[config.mk]
export PLATFORM = sky130hd
export DESIGN_NAME = adc_pwr_seq
export DESIGN_NICKNAME = d
export VERILOG_FILES = /design/src/rtl/adc_pwr_pkg.sv /design/src/rtl/adc_pwr_timer.sv /design/src/rtl/adc_pwr_hold.sv /design/src/rtl/adc_pwr_seq.sv
export SDC_FILE = /design/constraint.sdc
export NUM_CORES = 1
export LEC_CHECK = 0
export BUFFER_PORTS_ARGS = -buffer_cell sky130_fd_sc_hd__buf_2
export CORE_ASPECT_RATIO = 1.2
export CORE_MARGIN = 3
export CORE_UTILIZATION = 60
export DETAILED_ROUTE_END_ITERATION = 8
export HOLD_SLACK_MARGIN = 0.02
export PLACE_DENSITY = 0.8
export SYNTH_ARGS = -nofsm -noshare
export SYNTH_HDL_FRONTEND = slang
export SYNTH_SLANG_ARGS = --single-unit
[constraint.sdc]
create_clock -name clk -period 3.3 [get_ports clk]
set_clock_uncertainty 0.15 [all_clocks]
set_input_delay 0.495 -clock clk [delete_from_list [all_inputs] [get_ports clk]]
set_output_delay 0.495 -clock clk [all_outputs]
set_load 0.05 [all_outputs]
[src/rtl/adc_pwr_pkg.sv]
package adc_pwr_pkg;
  typedef enum logic [1:0] {
    REQ_NONE  = 2'b00,
    REQ_NAP   = 2'b01,
    REQ_SLEEP = 2'b10,
    REQ_WAKE  = 2'b11
  } pwr_req_e;

  typedef enum logic [1:0] {
    ST_RUN,
    ST_SETUP,
    ST_DOWN,
    ST_WAKE
  } pwr_st_e;
endpackage

[src/rtl/adc_pwr_timer.sv]
module adc_pwr_timer #(
  parameter int W = 8
) (
  input  logic         clk,
  input  logic         rst,
  input  logic         load,
  input  logic [W-1:0] load_val,
  output logic         expired
);
  logic [W-1:0] cnt;

  always_ff @(posedge clk) begin
    if (rst)             cnt <= '0;
    else if (load)       cnt <= load_val;
    else if (cnt != '0)  cnt <= cnt - 1'b1;
  end

  assign expired = (cnt == '0);
endmodule

[src/rtl/adc_pwr_hold.sv]
module adc_pwr_hold (
  input  logic clk,
  input  logic rst,
  input  logic capture,
  input  logic capture_sleep,
  input  logic clear,
  output logic held,
  output logic held_sleep
);
  always_ff @(posedge clk) begin
    if (rst || clear) begin
      held       <= 1'b0;
      held_sleep <= 1'b0;
    end else if (capture) begin
      held       <= 1'b1;
      held_sleep <= capture_sleep;
    end
  end
endmodule

[src/rtl/adc_pwr_seq.sv]
module adc_pwr_seq
  import adc_pwr_pkg::*;
#(
  parameter int SETUP_CYC      = 1,
  parameter int NAP_WAKE_CYC   = 10,
  parameter int SLEEP_WAKE_CYC = 500000
) (
  input  logic       clk,
  input  logic       rst,
  input  logic       req_valid,
  input  logic [1:0] req_kind,
  input  logic       conv_req,
  input  logic       conv_busy,
  output logic       mode_sel,
  output logic       shdn_n,
  output logic       ready,
  output logic       conv_go
);
  localparam int MAX_AB = (NAP_WAKE_CYC > SLEEP_WAKE_CYC) ? NAP_WAKE_CYC : SLEEP_WAKE_CYC;
  localparam int MAX_C  = (SETUP_CYC > MAX_AB) ? SETUP_CYC : MAX_AB;
  localparam int CW     = $clog2(MAX_C + 1);

  pwr_st_e  st;
  pwr_req_e kind;
  logic     req_sd, want_sleep, sd_wanted, start_sd, park, wake_req;
  logic     held, held_sleep, expired, t_load;
  logic [CW-1:0] t_val;

  assign kind       = pwr_req_e'(req_kind);
  assign req_sd     = req_valid && (kind == REQ_NAP || kind == REQ_SLEEP);
  assign want_sleep = req_sd ? (kind == REQ_SLEEP) : held_sleep;
  assign sd_wanted  = req_sd || held;
  assign start_sd   = (st == ST_RUN) && sd_wanted && !conv_busy;
  assign park       = (st == ST_RUN) && sd_wanted && conv_busy;
  assign wake_req   = (st == ST_DOWN) && req_valid && (kind == REQ_WAKE);

  assign t_load = start_sd || wake_req;
  always_comb begin
    if (start_sd)      t_val = CW'(SETUP_CYC - 1);
    else if (mode_sel) t_val = CW'(NAP_WAKE_CYC - 1);
    else               t_val = CW'(SLEEP_WAKE_CYC - 1);
  end

  adc_pwr_timer #(.W(CW)) i_timer (
    .clk(clk), .rst(rst), .load(t_load), .load_val(t_val), .expired(expired)
  );

  adc_pwr_hold i_hold (
    .clk(clk), .rst(rst), .capture(park), .capture_sleep(want_sleep),
    .clear(start_sd), .held(held), .held_sleep(held_sleep)
  );

  always_ff @(posedge clk) begin
    if (rst) begin
      st       <= ST_RUN;
      mode_sel <= 1'b1;
      shdn_n   <= 1'b1;
      ready    <= 1'b1;
      conv_go  <= 1'b0;
    end else begin
      conv_go <= (st == ST_RUN) && conv_req && !conv_busy && !start_sd;
      case (st)
        ST_RUN: if (start_sd) begin
          mode_sel <= !want_sleep;
          ready    <= 1'b0;
          st       <= ST_SETUP;
        end
        ST_SETUP: if (expired) begin
          shdn_n <= 1'b0;
          st     <= ST_DOWN;
        end
        ST_DOWN: if (wake_req) begin
          shdn_n <= 1'b1;
          st     <= ST_WAKE;
        end
        default: if (expired) begin
          ready <= 1'b1;
          st    <= ST_RUN;
        end
      endcase
    end
  end
endmodule

After elaboration in Yosys (flattened, before gate mapping)
Cells that the tools add are included.

Bitwise gates (word level): 1. Add/subtract/negate cells: 1. Reductions and logical operators: 28. Multiplexer cells: 16. Equal/unequal tests: 8.

Operators by type and width (number): $mux 19 (4); $logic_not 19->1 (1); $reduce_bool 19->1 (1); $sub 19x1->19 const B (1); $logic_and 1x1->1 (9); $mux 2 (4); $eq 2x2->1 const B (3); $pmux 2 s3 (1); $reduce_and 3->1 (2); $reduce_bool 2->1 (3); $mux 1 (5); $eq 2x1->1 const B (2); $logic_or 1x1->1 (4); $ne 2x2->1 const B (2); $pmux 1 s2 (2); $reduce_and 4->1 (1); $logic_not 1->1 (3); $reduce_bool 3->1 (1); $logic_not 2->1 (1); $ne 2x1->1 const B (1); $reduce_and 2->1 (1); $reduce_or 2->1 (1); $not 1->1 (1).

Register bits: 27. Logic and storage cells: 62. Bits of input ports: 7. Output and inout bits: 4.

Logic depth before layout (Yosys ltp)
Word-level depth: 8. Depth in mapped cells: 8. Mapped depth without buffers: 7.

Cells and area by module
From an unflattened synthesis, not the netlist that was laid out.

Cell total of the unflattened synthesis: 193. Area total of the unflattened synthesis: 1575.3 um^2.

By module, submodules not included: adc_pwr_timer (cells an instance 138, instances 1, sequential area each 380.4 um^2, area an instance 1104.8 um^2); adc_pwr_seq (cells an instance 49, instances 1, sequential area each 120.1 um^2, area an instance 401.6 um^2); adc_pwr_hold (cells an instance 6, instances 1, sequential area each 40.0 um^2, area an instance 68.8 um^2).

Worst setup path before layout
No wires, ideal clock.

Kind: in2reg. Start point: in req_kind[0]. End point: reg i_timer.cnt[9]. Required time: 3080 ps. Cell stages on the path: 7. Path buffers: 0. Library setup time: 70 ps. Arrival time: 2007 ps. Path slack: 1073 ps. Cells stage by stage: inv_1 > ha_1 > nor2b_1 > o21a_1 > nor4_2 > or4_2 > a21oi_1.

Longest elaborated chain between the ends: 8. Elaborated cells on any way between the ends: 13. Classes of those cells: eq/ne (3); mux (2); reduce/logical (8).

RTL lines: start, declared (line adc_pwr_seq.sv:11) `input logic [1:0] req_kind,`; $eq 2x1->1 / $eq 2x2->1 (equally long branches) (line adc_pwr_seq.sv:30) `assign req_sd = req_valid && (kind == REQ_NAP || kind == REQ_SLEEP);`; $logic_or 1x1->1 (line adc_pwr_seq.sv:30); $logic_and 1x1->1 (line adc_pwr_seq.sv:30); $logic_or 1x1->1 (line adc_pwr_seq.sv:32) `assign sd_wanted = req_sd || held;`; $logic_and 1x1->1 (2 in a row) (line adc_pwr_seq.sv:33) `assign start_sd = (st == ST_RUN) && sd_wanted && !conv_busy;`; $mux 19 / $logic_or 1x1->1 (equally long branches) (line adc_pwr_seq.sv:39, adc_pwr_seq.sv:37); $mux 19 / $reduce_bool 2->1 (equally long branches); end signal, assigned (line adc_pwr_timer.sv:14) `else if (load) cnt <= load_val;`; end signal, assigned (line adc_pwr_timer.sv:15) `else if (cnt != '0) cnt <= cnt - 1'b1;`; end, declared (line adc_pwr_timer.sv:10) `logic [W-1:0] cnt;`.

Several ways; a longest one is shown, not always the timed one. A chain may end at the register's enable or synchronous reset.

Final worst setup path
Start point: reg st[0]. End point: reg i_timer.cnt[9].

Longest elaborated chain between the ends: 5. Elaborated cells on any way between the ends: 10. Classes of those cells: eq/ne (1); mux (2); reduce/logical (7).

RTL lines: start, declared (line adc_pwr_seq.sv:23) `pwr_st_e st;`; start signal, assigned (line adc_pwr_seq.sv:55) `st <= ST_RUN;`; start signal, assigned (line adc_pwr_seq.sv:66) `st <= ST_SETUP;`; start signal, assigned (line adc_pwr_seq.sv:70) `st <= ST_DOWN;`; $logic_not 2->1 / $eq 2x2->1 (equally long branches) (line adc_pwr_seq.sv:33, adc_pwr_seq.sv:35); $logic_and 1x1->1 (on tied branches) (2 in a row) (line adc_pwr_seq.sv:33, adc_pwr_seq.sv:35); $mux 19 / $logic_or 1x1->1 (equally long branches) (line adc_pwr_seq.sv:39, adc_pwr_seq.sv:37); $mux 19 / $reduce_bool 2->1 (equally long branches).

Several ways; a longest one is shown, not always the timed one.

==> summary.txt <==
Die
  • Initial Util: 63.9%
  • Die H: 60.3 um
  • Die width: just over 50 um
  • Io pins: 11
  • Core area: 2310 sq um
  • Num rows: 19
  • Area of the die: 3090 sq um

Routing
  • Met2 wire len: ~1.6 mm
  • WL met1: 1.31 mm
  • WL final: 3.04 mm
  • Final ANT Viol Nets: 0
  • Avg WL per Cell: 14.2 um
  • Met3 routed WL: 96 um
  • DRT iter0 DRCs: 36
  • DRC viols: 0
  • Vias per cell: between 6 and 7
  • Uppermost layer routed: met4
  • Via count: 1335
  • DR pass1 iterations: 4

Synthesis
  • Post-synth top cells: dfxtp_1, nor2_1, a21oi_1
  • Post-synth top area cell: dfxtp_1
  • Number of synthesized flops with an enable pin: 0
  • Post-synthesis register bit count: 27
  • Cell with the most instances after synthesis: dfxtp_1
  • Ys async rst share: 0%
  • Gate Count Post-Synth: 172
  • Synth top area share: 36.7%
  • Syn Area/Cell: 8.57 sq um
  • Mapped cell area: ~1500 sq um
  • Register area share after synthesis: a little under two fifths
  • Synthesized Nets: 185
  • Ys flop type: dfxtp_1
  • Yosys cell types: 45
  • Synth warn: 0
  • Leading post-synthesis cells by cell area: dfxtp_1, a21oi_1, ha_1

Global route
  • Antenna violations before repair: 0
  • Vias in the first global route: 1182
  • First-pass GRT wire length: 5.01 mm
  • Largest net degree at the start of global routing: 16
  • Total track usage: 21.2%
  • Total gr overflow: 0

CTS
  • # H-tree levels: 1
  • CTS tree: built
  • Post-CTS Hold Buffers: 0
  • Clk root buf: clkbuf_4
  • CTS resizes: 0
  • Post-CTS Setup Inserts: 0
  • Maximum buffer depth of the clock tree: 2
  • Clock slew at reported path FFs: between 0.1 and 0.15 ns
  • Cts bufs inserted: 3
  • Clk_lat worst skew: ~0.32 ns
  • Clock net sink count: 27

Pwr
  • Pwr dens: 1120 nW/um^2
  • Reg power frac: between 30 and 40%
  • Clock power frac: 8.2%
  • Switch Pwr: about 0.83 mW
  • Net Sw Frac: between 40% and 50%
  • Leakage: a little over 0.6 nW
  • Combinational fraction of design power: 59.2%
  • Pint: just over 0.9 mW
  • IR drop worst, VDD: 865 uV

Final layout
  • Fillers: around 210
  • Layout Utilization: between 60% and 70%
  • Fin nets: 197
  • Layout Cells excl Fill: 214
  • FF+latch area: 541 sq um
  • ANT cells: 0
  • Footprint of the multi-input gates: about 890 sq um
  • Layout area overhead: 6.71%
  • Share of cells above drive strength 1: 13.7%
  • Post-Layout Inst Area: 1570 sq um

Timing
  • Worst Tran Pin Value: 0.891 ns
  • Pins Over Slew Limit: 0
  • RSZ-0062 raised after global routing: false
  • Final hold vios: 0
  • Post-route setup TNS: 0 ns
  • Max Fclk: 417 MHz
  • Final period util: slightly above 70%
  • Slew headroom: 40.0%
  • Hold WS: 0.279 ns
  • Final Setup Violations: 0
  • Min Tclk post-route: 2.40 ns

Status
  • Status: complete, no violations

Worst setup path
  • Crit path DAT: 2.51 ns
  • Crit path kind: flip-flop to flip-flop
  • Kind of start point of the critical path: flip-flop
  • Critical Path RT: 3.41 ns
  • Critical path capture point type: flip-flop
  • Flop-to-flop setup slack: 0.90 ns
  • CP Max Fanout: 12

Job
  • Max-cap check violation count: 0

Placement
  • RePlAce Congestion: 0.833
  • DP HPWL: 2.31 mm
  • IO buf count: 10
  • Dpl cell area: 1550 sq um
  • Dpl cells: 210

Worst hold path
  • Worst min path class: input pin to flip-flop
-- layout by cell type (no fill, tap or decap), types with 6 or more instances in the layout --
cell type / instances
dfxtp_1: 27
nor2_1: 19
a21oi_1: 15
o21ai_0: 10
buf_2: 10
nand2_1: 9
inv_1: 6
nor3_1: 6
ha_1: 6
-- metrics by stage --
step | setup slack, ns | total power, mW
finish | 0.901 | 1.75
global placement | 0.766 | 1.57
floorplan | 1.07 | 1.40
detailed placement | 0.663 | 1.60
CTS | 0.897 | 1.75
global route | 0.794 | 1.91
-- worst max-delay path: stages (launching register included) --
cell     delay, ns
dfxtp_1       0.37
inv_1         0.09
ha_1          0.24
nor2b_1       0.22
o21a_1        0.24
nor4_2        0.07
buf_4         0.18
or4_2         0.61
a21oi_1       0.17
-- cell type report --
| class | instances | share of cell area, % |
|---|---|---|
| timing repair buffer | 11 | 3.66 |
| clock buffer | 4 | 1.67 |
| multi-input combinational | 135 | 56.4 |
| inverter | 6 | 1.43 |
| sequential | 27 | 34.4 |
| tap | 31 | 2.47 |
-- routing by layer --
metal | track usage, % | vias to the layer above
met5 | 0 | -
met4 | 9.74 | 0
met3 | 2.24 | 4
met2 | 40.0 | 30
met1 | 23.8 | 643
li1 | - | 658
-- path summary, 6_finish.rpt --
check	cells past startpoint	from	end
max	8	st[0]$_SDFFE_PP0P_	i_timer.cnt[9]$_SDFFE_PP0P_
min	3	conv_busy	i_hold.held$_SDFFE_PP0P_
max reg2reg	8	st[0]$_SDFFE_PP0P_	i_timer.cnt[9]$_SDFFE_PP0P_
min reg2reg	2	st[1]$_SDFFE_PP0P_	st[1]$_SDFFE_PP0P_
-- registers in the layout, summed over array words and instances, names as in the netlist --
| register | cells |
|---|---|
| st | 2 |
| conv_go | 1 |
| i_hold.held | 1 |
| i_timer.cnt | 19 |
| shdn_n | 1 |
| mode_sel | 1 |
| i_hold.held_sleep | 1 |
| ready | 1 |
-- power by group through the flow --
stage          clock network, mW  registers (mW)  logic, mW
4_1_cts                    0.147           0.568       1.03
2_1_floorplan                  0           0.587      0.818
5_1_grt                    0.157           0.586       1.16
3_5_place_dp                   0           0.576       1.02
3_3_place_gp                   0           0.569      0.998
6_report                   0.145           0.571       1.04
-- cell families (layout without fill, tap and decap cells) --
group                    count (synthesis)  count (layout)  synth area share (%)
AND/OR/NAND/NOR                         70              70                  27.7
adder cells (fa/ha/maj)                  6               6                  5.09
flip-flops                              27              27                  36.7
AO/OA/AOI/OAI                           47              47                  19.9
XOR/XNOR                                 8               8                  4.75
buffers and inverters                   10              21                  3.14
multiplexers                             4               4                  2.80
Note: power is estimated with default switching activity, not from simulation.
